**config.mk**
```make
export PLATFORM = sky130hd
export DESIGN_NAME = swd_xfer_engine
export DESIGN_NICKNAME = d
export VERILOG_FILES = /design/src/rtl/swd_xfer_pkg.sv /design/src/rtl/swd_half_div.sv /design/src/rtl/swd_seq_fsm.sv /design/src/rtl/swd_xfer_engine.sv
export SDC_FILE = /design/constraint.sdc
export NUM_CORES = 1
export LEC_CHECK = 0
export BUFFER_PORTS_ARGS = -buffer_cell sky130_fd_sc_hd__buf_2
export CORE_MARGIN = 2
export CORE_UTILIZATION = 55
export CTS_BUF_LIST = sky130_fd_sc_hd__clkbuf_4
export DETAILED_ROUTE_END_ITERATION = 16
export PLACE_DENSITY_LB_ADDON = 0.08
export SLEW_MARGIN = 25
export SYNTH_ARGS = -nofsm -noshare
export SYNTH_HDL_FRONTEND = slang
export SYNTH_HIERARCHICAL = 1
export SYNTH_SLANG_ARGS = --single-unit
```
**constraint.sdc**
```tcl
create_clock -name clk -period 4.05 [get_ports clk]
set_input_delay 0.405 -clock clk [delete_from_list [all_inputs] [get_ports clk]]
set_output_delay 0.405 -clock clk [all_outputs]
set_load 0.01 [all_outputs]
```
**src/rtl/swd_xfer_pkg.sv**
```systemverilog
`timescale 1ns/1ps
package swd_xfer_pkg;

    typedef enum logic [3:0] {
        ST_IDLE,
        ST_HDR,
        ST_TRN_A,
        ST_ACK,
        ST_RD_DATA,
        ST_TRN_B,
        ST_WR_DATA,
        ST_IDLE_CYC,
        ST_PAD_REL,
        ST_PAD_LOW
    } seq_state_t;

    typedef struct packed {
        logic [1:0] addr;
        logic       rnw;
        logic       port_sel;
    } swd_req_t;

    localparam logic [2:0] ACK_OK    = 3'd1;
    localparam logic [2:0] ACK_WAIT  = 3'd2;
    localparam logic [2:0] ACK_FAULT = 3'd4;
    localparam logic [3:0] STAT_PARITY_ERR = 4'h8;
    localparam int unsigned HDR_BITS = 8;
    localparam int unsigned ACK_BITS = 3;

    function automatic logic [7:0] build_header(input swd_req_t r);
        return {1'b1, 1'b0, ^r, r, 1'b1};
    endfunction

endpackage

```
**src/rtl/swd_half_div.sv**
```systemverilog
`timescale 1ns/1ps
module swd_half_div #(
    parameter int unsigned DIV_W = 8
) (
    input  logic             clk,
    input  logic             rst,
    input  logic             restart,
    input  logic [DIV_W-1:0] half_len,
    output logic             tick
);
    logic [DIV_W-1:0] cnt;
    logic [DIV_W-1:0] lim;

    always_comb begin
        lim  = (half_len == '0) ? '0 : half_len - DIV_W'(1);
        tick = (cnt >= lim);
    end

    always_ff @(posedge clk) begin
        if (rst || restart) begin
            cnt <= '0;
        end else if (tick) begin
            cnt <= '0;
        end else begin
            cnt <= cnt + DIV_W'(1);
        end
    end
endmodule

```
**src/rtl/swd_seq_fsm.sv**
```systemverilog
`timescale 1ns/1ps
module swd_seq_fsm
    import swd_xfer_pkg::*;
#(
    parameter int unsigned DATA_W = 32,
    parameter int unsigned TURN_W = 2,
    parameter int unsigned IDLE_W = 8,
    parameter int unsigned DIV_W  = 8
) (
    input  logic              clk,
    input  logic              rst,
    input  logic              start,
    input  logic [3:0]        req_in,
    input  logic [DATA_W-1:0] wdata_in,
    input  logic [TURN_W-1:0] turn_in,
    input  logic [IDLE_W-1:0] idle_in,
    input  logic              pad_in,
    input  logic [DIV_W-1:0]  half_in,
    input  logic              tick,
    input  logic              din,
    output logic              restart,
    output logic [DIV_W-1:0]  half_q,
    output logic              swclk,
    output logic              dout,
    output logic              doe,
    output logic              busy,
    output logic              done,
    output logic [3:0]        status,
    output logic [DATA_W-1:0] rdata
);
    localparam int unsigned DW_BITS = $clog2(DATA_W + 1);
    localparam int unsigned CNT_W   = (IDLE_W > DW_BITS) ? IDLE_W : DW_BITS;
    localparam int unsigned IDX_W   = $clog2(DATA_W);

    seq_state_t        st, nxt;
    logic [CNT_W-1:0]  cnt;
    logic              phase;
    swd_req_t          req_q;
    logic [DATA_W-1:0] wd_q, rd_q, wsh;
    logic [TURN_W-1:0] turn_q;
    logic [IDLE_W-1:0] idle_q;
    logic              pad_q, rpar_q;
    logic [2:0]        ack_q;
    logic [7:0]        hdr;
    logic              slot_last, ack_ok, ack_wf;

    always_comb begin
        hdr    = build_header(req_q);
        wsh    = wd_q >> cnt;
        ack_ok = (ack_q == ACK_OK);
        ack_wf = (ack_q == ACK_WAIT) || (ack_q == ACK_FAULT);
        unique case (st)
            ST_HDR:                 slot_last = (cnt == CNT_W'(HDR_BITS - 1));
            ST_TRN_A, ST_TRN_B:     slot_last = (cnt == CNT_W'(turn_q));
            ST_ACK:                 slot_last = (cnt == CNT_W'(ACK_BITS - 1));
            ST_IDLE_CYC:            slot_last = (cnt == CNT_W'(idle_q) - CNT_W'(1));
            ST_IDLE:                slot_last = 1'b0;
            default:                slot_last = (cnt == CNT_W'(DATA_W));
        endcase
        unique case (st)
            ST_IDLE:                begin doe = 1'b1; dout = 1'b1; end
            ST_HDR:                 begin doe = 1'b1; dout = hdr[cnt[2:0]]; end
            ST_WR_DATA:             begin doe = 1'b1; dout = (cnt == CNT_W'(DATA_W)) ? ^wd_q : wsh[0]; end
            ST_IDLE_CYC, ST_PAD_LOW: begin doe = 1'b1; dout = 1'b0; end
            default:                begin doe = 1'b0; dout = 1'b1; end
        endcase
        unique case (st)
            ST_HDR:     nxt = ST_TRN_A;
            ST_TRN_A:   nxt = ST_ACK;
            ST_ACK:     nxt = ack_ok ? (req_q.rnw ? ST_RD_DATA : ST_TRN_B)
                            : ack_wf ? ((pad_q && req_q.rnw) ? ST_PAD_REL : ST_TRN_B)
                            : ST_PAD_REL;
            ST_RD_DATA: nxt = ST_TRN_B;
            ST_PAD_REL: nxt = ST_TRN_B;
            ST_TRN_B:   nxt = (ack_ok && !req_q.rnw) ? ST_WR_DATA
                            : (ack_ok && idle_q != '0) ? ST_IDLE_CYC
                            : (ack_wf && pad_q && !req_q.rnw) ? ST_PAD_LOW
                            : ST_IDLE;
            ST_WR_DATA: nxt = (idle_q != '0) ? ST_IDLE_CYC : ST_IDLE;
            default:    nxt = ST_IDLE;
        endcase
    end

    assign restart = (st == ST_IDLE) && start;
    assign busy    = (st != ST_IDLE);

    always_ff @(posedge clk) begin
        if (rst) begin
            st     <= ST_IDLE;
            cnt    <= '0;
            phase  <= 1'b0;
            req_q  <= '0;
            wd_q   <= '0;
            rd_q   <= '0;
            turn_q <= '0;
            idle_q <= '0;
            pad_q  <= 1'b0;
            half_q <= '0;
            rpar_q <= 1'b0;
            ack_q  <= '0;
            swclk  <= 1'b1;
            done   <= 1'b0;
            status <= '0;
        end else if (st == ST_IDLE) begin
            if (start) begin
                st     <= ST_HDR;
                cnt    <= '0;
                phase  <= 1'b0;
                req_q  <= swd_req_t'(req_in);
                wd_q   <= wdata_in;
                turn_q <= turn_in;
                idle_q <= idle_in;
                pad_q  <= pad_in;
                half_q <= half_in;
                rd_q   <= '0;
                ack_q  <= '0;
                swclk  <= 1'b0;
                done   <= 1'b0;
            end
        end else if (tick) begin
            if (!phase) begin
                if (st == ST_ACK) ack_q[cnt[1:0]] <= din;
                if (st == ST_RD_DATA) begin
                    if (cnt < CNT_W'(DATA_W)) rd_q[cnt[IDX_W-1:0]] <= din;
                    else                      rpar_q <= din;
                end
                swclk <= 1'b1;
                phase <= 1'b1;
            end else begin
                phase <= 1'b0;
                if (slot_last) begin
                    cnt <= '0;
                    st  <= nxt;
                    if (nxt == ST_IDLE) begin
                        done   <= 1'b1;
                        status <= (ack_ok && req_q.rnw && ((^rd_q) != rpar_q))
                                  ? STAT_PARITY_ERR : {1'b0, ack_q};
                    end else begin
                        swclk <= 1'b0;
                    end
                end else begin
                    cnt   <= cnt + CNT_W'(1);
                    swclk <= 1'b0;
                end
            end
        end
    end

    assign rdata = rd_q;
endmodule

```
**src/rtl/swd_xfer_engine.sv**
```systemverilog
`timescale 1ns/1ps
module swd_xfer_engine #(
    parameter int unsigned DATA_W = 32,
    parameter int unsigned TURN_W = 2,
    parameter int unsigned IDLE_W = 8,
    parameter int unsigned DIV_W  = 8
) (
    input  logic              clk,
    input  logic              rst,
    input  logic              start,
    input  logic [3:0]        xfer_req,
    input  logic [DATA_W-1:0] xfer_wdata,
    input  logic [TURN_W-1:0] turn_cfg,
    input  logic [IDLE_W-1:0] idle_len,
    input  logic              data_pad_en,
    input  logic [DIV_W-1:0]  half_len,
    input  logic              swdio_i,
    output logic              swclk,
    output logic              swdio_o,
    output logic              swdio_oe,
    output logic              busy,
    output logic              done,
    output logic [3:0]        status,
    output logic [DATA_W-1:0] rdata
);
    logic             tick, restart;
    logic [DIV_W-1:0] half_q;

    swd_half_div #(.DIV_W(DIV_W)) u_div (
        .clk      (clk),
        .rst      (rst),
        .restart  (restart),
        .half_len (half_q),
        .tick     (tick)
    );

    swd_seq_fsm #(
        .DATA_W (DATA_W),
        .TURN_W (TURN_W),
        .IDLE_W (IDLE_W),
        .DIV_W  (DIV_W)
    ) u_seq (
        .clk      (clk),
        .rst      (rst),
        .start    (start),
        .req_in   (xfer_req),
        .wdata_in (xfer_wdata),
        .turn_in  (turn_cfg),
        .idle_in  (idle_len),
        .pad_in   (data_pad_en),
        .half_in  (half_len),
        .tick     (tick),
        .din      (swdio_i),
        .restart  (restart),
        .half_q   (half_q),
        .swclk    (swclk),
        .dout     (swdio_o),
        .doe      (swdio_oe),
        .busy     (busy),
        .done     (done),
        .status   (status),
        .rdata    (rdata)
    );
endmodule

```
Yosys cells after proc, flatten, opt, wreduce, memory -nomap -nowiden. Index checks and enable logic that the tools add are counted.

Flip-flop bits (word level): 118. Bits of input ports: 59. Output and inout port bits: 41. Logic and storage cells: 155.

$add $sub $neg: 4. Magnitude comparators: 7. Equality and inequality tests: 21. Shift operators: 1. Muxes and demuxes: 58. Bitwise operators: 3. Reductions and logical operators: 43.

Operators by type and width (count): 2-to-1 mux 32 bit (6); parity 32 bit (2); 2-to-1 mux 4 bit (12); 2-to-1 mux 8 bit (6); bitwise mux 32 bit (1); right shift 32 x 8 -> 1 bit (1); one-hot mux 4 bit (6 select lines) (1); 2-to-1 mux 1 bit (20); AND reduction 5 bit (4); 2-to-1 mux 3 bit (6); adder 8 x 1 -> 8 bit, second input constant (2); equality test 4 x 3 -> 1 bit, second input constant (4); subtractor 8 x 1 -> 8 bit, second input constant (2); nonzero test 2 bit (7); logical AND 1 bit (10); equality test 4 x 2 -> 1 bit, second input constant (2); equality test 4 bit, second input constant (2); equality test 8 x 2 -> 1 bit (1); equality test 8 x 2 -> 1 bit, second input constant (1); equality test 8 x 3 -> 1 bit, second input constant (1); equality test 8 x 6 -> 1 bit, second input constant (1); equality test 8 bit (1); greater-or-equal comparator 8 bit (1); zero test 4 bit (2); 31 further kinds (41).

Longest topological paths before layout. Gate-level depths: netlist (run 1).

Word-level depth: 14. Gate-level depth with buffers: 17. Mapped depth without buffers: 16.

Hierarchy. Netlist (run 1), hierarchy kept.

By module, submodules not included: swd_seq_fsm (instances 1, cells an instance 792, area an instance 6067.1 sq um, seq. area each 2202.1 sq um); swd_half_div (instances 1, cells an instance 77, area an instance 660.6 sq um, seq. area each 160.2 sq um).

Worst setup path before layout (run 1). Ideal clock, no wire load.

Path type: reg2reg. Start point: register u_seq.half_q[0]. End point: register u_seq.rd_q[0], in the netlist u_seq/rdata[0]. Setup time: 0.070 ns. Arrival time: 3.452 ns. Data required time: 3.980 ns. Path slack: 0.527 ns. Stages on the path, launching flop included: 18. Cell sequence: dfxtp_1 > inv_1 > ha_1 > nor2b_2 > nand3b_1 > or3_1 > and2_1 > ha_1 > nand2b_1 > a2111oi_2 > o31ai_1 > nor2b_1 > nand3_1 > nor4_1 > and3_1 > clkbuf_1 > nand2_1 > a21oi_1.

Word-level cells in the longest chain between the ends: 5.

RTL lines: start, declared (line swd_seq_fsm.sv:22) `output logic [DIV_W-1:0] half_q,`; start signal, assigned (line swd_seq_fsm.sv:114) `half_q <= half_in;`; subtractor 8 x 1 -> 8 bit / zero test 8 bit (equally long branches) (line swd_half_div.sv:15) `lim = (half_len == '0) ? '0 : half_len - DIV_W'(1);`; 2-to-1 mux 8 bit * (line swd_half_div.sv:15); greater-or-equal comparator 8 bit * (line swd_half_div.sv:16) `tick = (cnt >= lim);`; via tick (line swd_xfer_engine.sv:26) `logic tick, restart;`; nonzero test 2 bit (no line) *; AND reduction 5 bit (no line) *; end signal, assigned by index (line swd_seq_fsm.sv:124) `if (cnt < CNT_W'(DATA_W)) rd_q[cnt[IDX_W-1:0]] <= din;`; end, declared (line swd_seq_fsm.sv:39) `logic [DATA_W-1:0] wd_q, rd_q, wsh;`.

Mark *: on every way through the listed nets, which the timed path passes. The rest lies on a longest branch. A chain may end at the register's enable or synchronous reset.

Worst setup path after layout (run 1).
Start point: register u_seq.half_q[0]. End point: register u_seq.rd_q[11], in the netlist u_seq/rdata[11].

The elaborated chain is that of the path after synthesis.

==> results of run 1 <==
[through the flow]
| step | hold WS (ns) | instance area, um^2 | setup TNS [ns] | setup slack (ns) |
|---|---|---|---|---|
| 2_1_floorplan | 0.430 | 6730 | 0 | 0.527 |
| 6_report | 0.0983 | 7640 | 0 | 0.246 |
| 4_1_cts | 0.0496 | 7580 | 0 | 0.131 |
| 3_5_place_dp | 0.450 | 7280 | 0 | 0.195 |
| 3_3_place_gp | 0.443 | 7280 | 0 | 0.383 |
| 5_1_grt | 0.0503 | 7630 | -0.00726 | -0.00726 |
[synthesized netlist by cell type, drive strengths merged (7+ instances only)]
master	n
xor2	14
nand2	171
o31ai	7
clkbuf	59
nor2	38
and3	10
nand4	8
dfxtp	118
nand3	19
nor2b	7
o21ai	52
nor3	11
inv	14
a31oi	8
a21oi	151
xnor2	67
ha	16
mux4	9
[layout make-up]
| type | count | share of cell area, % |
|---|---|---|
| antenna | 1 | 0.0328 |
| clock inverter | 13 | 2.11 |
| multi-input combinational | 672 | 53.9 |
| tap | 147 | 2.41 |
| clock buffer | 19 | 1.87 |
| sequential | 118 | 30.9 |
| inverter | 16 | 0.786 |
| timing repair buffer | 113 | 7.95 |
[worst min-delay path, cell delays in order]
cell and delay (ns):
buf_2 0.10, nand2_1 0.05, a21oi_1 0.05
[per-layer routing]
metal | up-vias | GRT usage, % | wire (um)
met2 | 249 | 43.9 | 8520
met1 | 3057 | 35.3 | 7460
li1 | 3159 | - | -
met3 | 33 | 6.72 | 1080
met4 | 0 | 10.4 | 361
met5 | - | 0 | 0
[flip-flops by register name (all words and copies together) (netlist names), 4 cells and up]
name          count
u_seq/rdata      32
u_seq/status      4
u_seq/cnt         8
u_seq/hdr         4
u_seq/wd_q       32
u_seq/st          4
u_seq/idle_q      8
u_div/cnt         8
u_seq/half_q      8
[worst max-delay path by stage]
| stage | slack (ns) | cells past startpoint | from | end |
|---|---|---|---|---|
| after global placement | 0.38 | 17 | u_seq/half_q[0] | u_seq/rdata[11] |
| final | 0.25 | 17 | u_seq/half_q[0] | u_seq/rdata[11] |
| after floorplan | 0.53 | 17 | u_seq/half_q[0] | u_seq/rdata[0] |
| after detailed placement | 0.20 | 18 | u_seq/half_q[0] | u_seq/rdata[20] |
| after CTS | 0.13 | 18 | u_seq/half_q[0] | u_seq/rdata[8] |
| after global routing | -0.007 | 18 | u_seq/half_q[0] | u_seq/rdata[8] |
[where the power goes]
part / switching, mW / internal (mW) / total [mW]
Clock: 0.437 / 0.490 / 0.927
Combinational: 1.49 / 1.01 / 2.51
Sequential: 0.203 / 1.33 / 1.53
[logic make-up (layout without fill, tap and decap cells)]
| family | count (synthesis) | count (layout) | synth area share (%) |
|---|---|---|---|
| AO/OA/AOI/OAI | 254 | 254 | 21.6 |
| XOR/XNOR | 83 | 83 | 11.2 |
| adder cells (fa/ha/maj) | 16 | 16 | 2.98 |
| buffers and inverters | 79 | 161 | 4.41 |
| flip-flops | 118 | 118 | 35.1 |
| multiplexers | 11 | 11 | 3.31 |
| other | 0 | 1 | 0 |
| AND/OR/NAND/NOR | 308 | 308 | 21.4 |
[cells in the final DEF (no fill, tap or decap), types with 3 or more instances in the layout]
master	n
or2_2	3
o31ai_1	5
a31oi_1	8
a21oi_1	151
a22oi_1	3
nand3_1	19
o21ai_0	52
ha_1	16
nor2_1	38
xnor2_1	67
bufinv_16	4
clkinv_2	3
inv_1	14
clkbuf_4	19
clkinv_1	6
nor2b_1	5
buf_2	98
or3_1	5
nand2_1	170
nand2b_1	6
dfxtp_1	118
a21o_1	4
or4_1	3
nor3_1	10
a211oi_1	4
buf_4	14
nor3b_1	6
nand4_1	8
xor2_1	14
mux4_2	9
and3_1	8
[repair_timing]
item / in CTS / in global routing
hold endpoints to repair: 0 / 0
endpoints found under the setup margin: 0 / 32
setup buffers: 0 / 1
gates resized for setup: 0 / 9
==> qor.csv, run 1 <==
metric,value,unit
status,completed,
num rows,40,
footprint of the multi-input gates,0.00412,mm^2
Die Width,115,um
power per cell area,650,mW/mm^2
Initial Util,56.2,%
top-area cell type share of the netlist area,35.1,%
Finished Layout Cells,1099,
ys flop type,dfxtp_1,
min Tclk post-route,3.80,ns
CTS tree,built,
total global routing overflow,0,
syn_nets,944,
clock skew,0.0127,ns
MaxCap Viol Count,0,
Ys Warns,6,
fraction of registers with async set/reset,0,%
Final Hold Violating Endpoints,0,
Buf/Inv on CP,2,
Hold Path Depth,3,
Worst R2R Path Depth,17,
DRT antenna net count,0,
placed cell count,1065,
DP Wirelength,11.9,mm
Iter 0 DRT Violations,594,
crit-path max cell delay,0.38,ns
total track usage,27.2,%
Clock Path Buffers,2,
Worst-Skew Late Latency,0.53,ns
"Req. time, crit path",4.50,ns
Detailed Routing Iterations Pass 1,6,
Final Core Density,63.8,%
CP max stage cell,or3_4,
port bufs,99,
Synth Instances,869,
vias,6498,
worst path arrival time,4.25,ns
Worst Setup Path Type,reg -> reg,
normalized max-slew margin,34.1,%
CP endpoint kind,flip-flop,
Setup-failing EPs final,0,
I/O pin total,100,
clock sink total,118,
H-tree depth,4,
CP Launch Type,flip-flop,
sequential area share after synthesis,35.1,%
Yosys reg bits,118,
P&R area growth vs syn,13.5,%
critical path's most frequent cell,ha_1,
Num CTS Buffers,17,
fillcell total,1074,
Worst R2R Setup Slack,0.25,ns
fin crit share,93.9,%
R2R Path Start,u_seq/half_q[0],
Chip Height,115,um
Synth area leaders,"dfxtp_1 35%, a21oi_1 11%, nand2_1 9.5%",
Avg WL per Cell,15.9,um
worst path cell trace,inv_1 > ha_1 > nor2b_2 > nand3b_1 > or3_4 > and2_1 > ha_1 > nand2b_1 > a2111oi_4 > o31ai_2 > nor2b_4 > nand3_1 > nor4_2 > buf_4 > and3_1 > nand2_1 > a21oi_1,
core area,0.0120,mm^2
worst slew pin tran,0.987,ns
Hold Crit Class,in -> reg,
storage element area,0.00236,mm^2
first-pass GRT wire length,28.9,mm
average size of a mapped cell,7.74,um^2
layout cells sized above 1,18.1,%
Max Clock Freq,0.263,GHz
"Reg clk slew, reported paths",0.10,ns
fin nets,1013,
clk root buf,clkbuf_4,
antenna violations before repair,1,
post-route DRC violation count,0,
Peak VDD IR,0.383,mV
Synth cell types,66,
die area,0.0131,mm^2
Hold Startpoint,turn_cfg[1],
Top Family by Delay on Critical Path,simple AND/OR/NAND/NOR gates,
Post-synth EDFFs,0,
largest net degree at the start of global routing,85,
pins over their slew limit,0,
final total power,4.97,mW
synthesized area,0.00673,mm^2
Hold Path Sink,u_seq/turn_q[1],
cell taking the most area after synthesis,dfxtp_1,
RR Endpoint,u_seq/rdata[11],
vias in the first global route,6031,
gpl congestion,0.866,
"Hold-fix buffers, CTS",0,
drt total wl,17.4,mm
leakage power,2.92,nW
CP max FO,7,
via/cell ratio,5.91,
No activity file was read; power rests on OpenSTA's default activity.
==> run 2, diff against run 1 <==
--- a/config.mk
+++ b/config.mk
@@ -6,7 +6,6 @@
 export NUM_CORES = 1
 export LEC_CHECK = 0
 export BUFFER_PORTS_ARGS = -buffer_cell sky130_fd_sc_hd__buf_2
-export CORE_MARGIN = 2
 export CORE_UTILIZATION = 55
 export CTS_BUF_LIST = sky130_fd_sc_hd__clkbuf_4
 export DETAILED_ROUTE_END_ITERATION = 16
==> constraint.sdc (replaced) <==
create_clock -name clk -period 4.05 [get_ports clk]
set_input_delay 0.405 -clock clk [delete_from_list [all_inputs] [get_ports clk]]
set_output_delay 0.405 -clock clk [all_outputs]
set_load 0.02 [all_outputs]
==> run 2 against run 1 <==
Net effect: maximum frequency is 1.0% higher; setup slack gained 0.039 ns; clock skew up 0.0085 ns; count of clock-buffer cells in the layout grew 3; combinational power barely moved; sequential cell count stayed put; utilization is 0.36 points lower; wire length is 1.8% lower; first-iteration DRC count is 6.9% lower; sequential power barely moved; power is 1.3% lower.
==> qor.csv, run 2 (synthesis results as in run 1) <==
metric,value,unit,change
status,completed,,unchanged
worst path cell trace,inv_1 > ha_1 > nor2b_2 > nand3b_1 > or3_1 > and2_1 > ha_1 > nand2b_1 > a2111oi_4 > o31ai_2 > nor2b_4 > nand3_1 > nor4_1 > buf_4 > nor2_1 > buf_6 > o21ai_0 > a21oi_1,,was inv_1 > ha_1 > nor2b_2 > nand3b_1 > or3_4 > and2_1 > ha_1 > nand2b_1 > a2111oi_4 > o31ai_2 > nor2b_4 > nand3_1 > nor4_2 > buf_4 > and3_1 > nand2_1 > a21oi_1
Max Clock Freq,0.266,GHz,was 0.263 GHz
Peak VDD IR,0.339,mV,was 0.383 mV
MaxCap Viol Count,0,,unchanged
number of gates resized after CTS,0,,unchanged
port bufs,99,,unchanged
final instance area,0.00759,mm^2,was 0.00764 mm^2
antenna violations before repair,1,,unchanged
H-tree depth,4,,unchanged
Final Hold Violating Endpoints,0,,unchanged
combinational share of power,51.5,%,was 50.5%
RSZ-0062 raised after global routing,true,,
clock sink total,118,,unchanged
Initial Util,56.2,%,unchanged
"Reg clk slew, reported paths",0.10,ns,about the same
vias,6406,,was 6498
dpl cell area,0.00729,mm^2,was 0.00728 mm^2
Reg power frac,31.0,%,was 30.9%
num rows,40,,unchanged
Clock Path Buffers,2,,unchanged
normalized max-slew margin,38.5,%,was 34.1%
Die Width,113,um,was 115 um
vias in the first global route,5960,,was 6031
placed cell count,1066,,was 1065
Iter 0 DRT Violations,553,,was 594
gpl congestion,0.872,,was 0.866
Net Sw Frac,43.2,%,was 43.0%
via/cell ratio,5.84,,was 5.91
P&R area growth vs syn,12.9,%,was 13.5%
critical path's most frequent cell,ha_1,,unchanged
"commonest non-fill, non-tap cell in the layout",nand2_1,,unchanged
Worst R2R Setup Slack,0.29,ns,was 0.25 ns
clock skew,0.0212,ns,was 0.0127 ns
I/O pin total,100,,unchanged
Num CTS Buffers,17,,unchanged
clk root buf,clkbuf_4,,unchanged
worst slew pin tran,0.920,ns,was 0.987 ns
Post-CTS Setup Inserts,0,,unchanged
Detailed Routing Iterations Pass 1,6,,unchanged
total track usage,27.8,%,was 27.2%
CP Launch Type,flip-flop,,unchanged
pins over their slew limit,0,,unchanged
Worst Setup Path Type,reg -> reg,,unchanged
CP max stage cell,or3_1,,was or3_4
layout cells sized above 1,17.8,%,was 18.1%
cell internal pwr,2.78,mW,was 2.83 mW
CTS tree,built,,unchanged
Finished Layout Cells,1096,,was 1099
total global routing overflow,0,,unchanged
fin nets,1013,,unchanged
Chip Height,113,um,was 115 um
CP endpoint kind,flip-flop,,unchanged
Avg WL per Cell,15.6,um,was 15.9 um
most frequent cells in the layout,"170 x nand2_1, 151 x a21oi_1, 118 x dfxtp_1, 98 x buf_2, 67 x xnor2_1",,unchanged
Setup-failing EPs final,0,,unchanged
power per cell area,646,mW/mm^2,was 650 mW/mm^2
post-route DRC violation count,0,,unchanged
core area,0.0120,mm^2,unchanged
DP Wirelength,11.8,mm,was 11.9 mm
Worst-Skew Late Latency,0.54,ns,was 0.53 ns
"Req. time, crit path",4.45,ns,was 4.50 ns
"Hold-fix buffers, CTS",0,,unchanged
worst path arrival time,4.16,ns,was 4.25 ns
first-pass GRT wire length,28.3,mm,was 28.9 mm
Hold Crit Class,in -> reg,,unchanged
leakage power,2.90,nW,was 2.92 nW
min Tclk post-route,3.76,ns,was 3.80 ns
fin crit share,93.0,%,was 93.9%
drt total wl,17.1,mm,was 17.4 mm
NetSw,2.12,mW,was 2.13 mW
crit-path max cell delay,0.40,ns,was 0.38 ns
DRT antenna net count,0,,unchanged
largest net degree at the start of global routing,85,,unchanged
CP max FO,32,,was 7
clock power share,17.5,%,was 18.7%
die area,0.0127,mm^2,was 0.0131 mm^2
==> run 2: power groups by stage <==
| stage | combinational (mW) | clock, mW | sequential (mW) |
|---|---|---|---|
| after floorplan | 1.91 | 0 | 1.48 |
| after global placement | 2.37 | 0 | 1.54 |
| after detailed placement | 2.43 | 0 | 1.55 |
| after CTS | 2.45 | 0.877 | 1.52 |
| after global routing | 2.78 | 0.936 | 1.55 |
| final | 2.52 | 0.857 | 1.52 |
==> run 2: layer usage <==
layer | vias up | GRT usage [%] | part of all wire (%)
li1 | 3153 | - | -
met1 | 3011 | 35.9 | 45
met2 | 215 | 45.1 | 48
met3 | 27 | 5.83 | 5.3
met4 | 0 | 11.5 | 1.9
met5 | - | 0 | 0
==> run 2: area by class of cell <==
class / instances / area, um^2
multi-input cells: 672 / 4110
clock buffers: 22 / 165
inverters: 16 / 60.1
fillers: 1095 / 4370
repair buffers: 113 / 607
clock inverters: 7 / 106
flip-flops and latches: 118 / 2360
well taps: 147 / 184
diodes: 1 / 2.50
==> run 2: worst paths after layout <==
check | cells past startpoint | end | from
min reg2reg | 2 | u_seq/turn_q[0] | u_seq/turn_q[0]
min | 3 | u_seq/idle_q[6] | idle_len[6]
max | 18 | u_seq/rdata[22] | u_seq/half_q[0]
max reg2reg | 18 | u_seq/rdata[22] | u_seq/half_q[0]
==> run 2: stage by stage <==
stage	setup TNS [ns]	utilization, %	hold WS [ns]	setup slack [ns]	power, mW
finish	0	63.5	0.0915	0.286	4.90
global route	-0.00361	63.5	0.0644	-0.00361	5.27
CTS	0	63.2	0.0581	0.177	4.85
detailed placement	0	60.9	0.446	0.182	3.98
global placement	0	60.9	0.442	0.380	3.90
floorplan	0	-	0.430	0.527	3.39
==> run 2: worst max-delay path: cells and delay by family, from the launching register on <==
family | cells | cell delay [ns]
AND/OR/NAND/NOR | 9 | 1.67
AO/OA/AOI/OAI | 4 | 0.71
buffers and inverters | 3 | 0.46
flip-flops | 1 | 0.33
adder cells (fa/ha/maj) | 2 | 0.44
==> run 3, diff against run 2 <==
--- a/config.mk
+++ b/config.mk
@@ -6,10 +6,11 @@
 export NUM_CORES = 1
 export LEC_CHECK = 0
 export BUFFER_PORTS_ARGS = -buffer_cell sky130_fd_sc_hd__buf_2
+export CORE_MARGIN = 2
 export CORE_UTILIZATION = 55
 export CTS_BUF_LIST = sky130_fd_sc_hd__clkbuf_4
 export DETAILED_ROUTE_END_ITERATION = 16
-export PLACE_DENSITY_LB_ADDON = 0.08
+export PLACE_DENSITY_LB_ADDON = 0.05
 export SLEW_MARGIN = 25
 export SYNTH_ARGS = -nofsm -noshare
 export SYNTH_HDL_FRONTEND = slang
==> run 3 against run 2 <==
Net effect: clock skew shrank 0.0048 ns; utilization shrank 0.54 points; wire length increased by 0.71%; count of clock-buffer cells in the layout down 3; hold slack better by 0.0079 ns; combinational power about the same; register-to-register slack barely moved; final area decreased by 0.86%; via count fell by 0.75%; final cell count about the same; maximum frequency barely moved; critical endpoint is now u_seq/rdata[9].
==> qor.csv, run 3 (synthesis results as in run 1) <==
metric,value,unit,change
port bufs,99,,unchanged
total track usage,27.0,%,was 27.8%
Worst-Skew Late Latency,0.54,ns,about the same
ant diodes,0,,was 1
layout cells sized above 1,17.9,%,was 17.8%
die area,0.0131,mm^2,was 0.0127 mm^2
Buf/Inv on CP,2,,was 3
min Tclk post-route,3.77,ns,was 3.76 ns
CTS tree,built,,unchanged
core area,0.0120,mm^2,unchanged
Detailed Routing Iterations Pass 1,5,,was 6
RR Endpoint,u_seq/rdata[9],,was u_seq/rdata[22]
worst slew pin tran,0.934,ns,was 0.920 ns
via/cell ratio,5.80,,was 5.84
Die Width,115,um,was 113 um
"Hold-fix buffers, CTS",0,,unchanged
power per cell area,626,mW/mm^2,was 646 mW/mm^2
"Reg clk slew, reported paths",0.10,ns,about the same
largest net degree at the start of global routing,85,,unchanged
Worst R2R Path Depth,17,,was 18
Peak VDD IR,0.313,mV,was 0.339 mV
critical path's most frequent cell,ha_1,,unchanged
Finished Layout Cells,1097,,was 1096
CP max stage cell,and3_1,,was or3_1
crit-path max cell delay,0.43,ns,was 0.40 ns
Max Clock Freq,0.266,GHz,about the same
Final Hold Violating Endpoints,0,,unchanged
DP Wirelength,12.0,mm,was 11.8 mm
drt total wl,17.2,mm,was 17.1 mm
Setup-failing EPs final,0,,unchanged
Clock Path Buffers,2,,unchanged
antenna violations before repair,0,,was 1
normalized max-slew margin,37.6,%,was 38.5%
first-pass GRT wire length,28.4,mm,was 28.3 mm
total global routing overflow,0,,unchanged
number of gates resized after CTS,0,,unchanged
vias,6358,,was 6406
R2R Path Start,u_seq/half_q[0],,unchanged
Stages on worst setup path,17,,was 18
CP Launch Type,flip-flop,,unchanged
vias in the first global route,5855,,was 5960
H-tree depth,4,,unchanged
Iter 0 DRT Violations,541,,was 553
Chip Height,115,um,was 113 um
Num CTS Buffers,17,,unchanged
footprint of the multi-input gates,0.00411,mm^2,about the same
Post-CTS Setup Inserts,0,,unchanged
"commonest non-fill, non-tap cell in the layout",nand2_1,,unchanged
gpl congestion,0.924,,was 0.872
fillcell total,1102,,was 1095
Worst R2R Setup Slack,0.28,ns,was 0.29 ns
clock sink total,118,,unchanged
clock skew,0.0164,ns,was 0.0212 ns
"Req. time, crit path",4.51,ns,was 4.45 ns
I/O pin total,100,,unchanged
num rows,40,,unchanged
placed cell count,1065,,was 1066
leakage power,2.87,nW,was 2.90 nW
Hold Startpoint,xfer_wdata[7],,was idle_len[6]
Worst Setup Path Type,reg -> reg,,unchanged
setup TNS,0,ns,unchanged
storage element area,0.00236,mm^2,unchanged
fin crit share,93.0,%,about the same
worst path arrival time,4.22,ns,was 4.16 ns
clk root buf,clkbuf_4,,unchanged
post-route DRC violation count,0,,unchanged
worst path cell trace,inv_1 > ha_1 > nor2b_2 > nand3b_1 > or3_1 > and2_1 > ha_1 > nand2b_1 > a2111oi_4 > o31ai_4 > nor2b_4 > nand3_1 > nor4_1 > buf_4 > and3_1 > nand2_1 > a21oi_1,,was inv_1 > ha_1 > nor2b_2 > nand3b_1 > or3_1 > and2_1 > ha_1 > nand2b_1 > a2111oi_4 > o31ai_2 > nor2b_4 > nand3_1 > nor4_1 > buf_4 > nor2_1 > buf_6 > o21ai_0 > a21oi_1
MaxCap Viol Count,0,,unchanged
CP endpoint kind,flip-flop,,unchanged
pins over their slew limit,0,,unchanged
P&R area growth vs syn,11.9,%,was 12.9%
Hold Crit Class,in -> reg,,unchanged
fin nets,1012,,was 1013
most frequent cells in the layout,"170 x nand2_1, 151 x a21oi_1, 118 x dfxtp_1, 98 x buf_2, 67 x xnor2_1",,unchanged
CP max FO,8,,was 32
Avg WL per Cell,15.7,um,was 15.6 um
Hold Path Sink,u_seq/wd_q[7],,was u_seq/idle_q[6]
Top Family by Delay on Critical Path,simple AND/OR/NAND/NOR gates,,unchanged
Hold Path Depth,3,,unchanged
RSZ-0062 raised after global routing,false,,was true
Initial Util,56.2,%,unchanged
status,completed,,unchanged
DRT antenna net count,0,,unchanged
## run 3: metal layers
metal / track usage, % / share of wire [%]
met5: 0 / 0
met4: 10.6 / 1.8
met3: 4.87 / 5.4
met2: 44.0 / 48
met1: 35.4 / 45
## run 3: layout make-up
| class | count | area share (%) |
|---|---|---|
| Multi-Input combinational cell | 672 | 54.6 |
| Sequential cell | 118 | 31.4 |
| Timing Repair Buffer | 112 | 7.96 |
| Tap cell | 147 | 2.44 |
| Clock buffer | 19 | 1.89 |
| Clock inverter | 13 | 0.881 |
| Inverter | 16 | 0.798 |
## run 3: metrics by stage
stage               cell area, um^2  util (%)  hold slack, ns  total power [mW]  worst slack (ns)
floorplan                      6730         -           0.430              3.39             0.527
global placement               7280      60.9           0.443              3.90             0.365
detailed placement             7280      60.9           0.456              3.97             0.209
CTS                            7490      62.6          0.0559              4.65             0.176
global route                   7530      62.9          0.0567              5.09            0.0245
finish                         7530      62.9          0.0993              4.71             0.284
## run 3: worst reg2reg max path, stage by stage, from the launching register on
cell	delay, ns
dfxtp_1	0.34
inv_1	0.07
ha_1	0.16
nor2b_2	0.20
nand3b_1	0.13
or3_1	0.41
and2_1	0.19
ha_1	0.26
nand2b_1	0.14
a2111oi_4	0.10
o31ai_4	0.26
nor2b_4	0.22
nand3_1	0.15
nor4_1	0.20
buf_4	0.18
and3_1	0.43
nand2_1	0.11
a21oi_1	0.17
## run 3: how the worst max path moves through the flow
stage                    startpoint              end  slack, ns
finish              u_seq/half_q[0]   u_seq/rdata[9]       0.28
global route        u_seq/half_q[0]  u_seq/rdata[22]       0.02
CTS                 u_seq/half_q[0]   u_seq/rdata[9]       0.18
detailed placement  u_seq/half_q[0]  u_seq/rdata[18]       0.21
global placement    u_seq/half_q[0]   u_seq/rdata[9]       0.36
floorplan           u_seq/half_q[0]   u_seq/rdata[0]       0.53
## run 3: report_power, final
part	total [mW]	switching, mW	leakage, nW	internal (mW)
Combinational	2.51	1.50	1.79	1.00
Sequential	1.53	0.200	0.959	1.33
Clock	0.677	0.438	0.125	0.240
Total	4.71	2.14	2.87	2.57
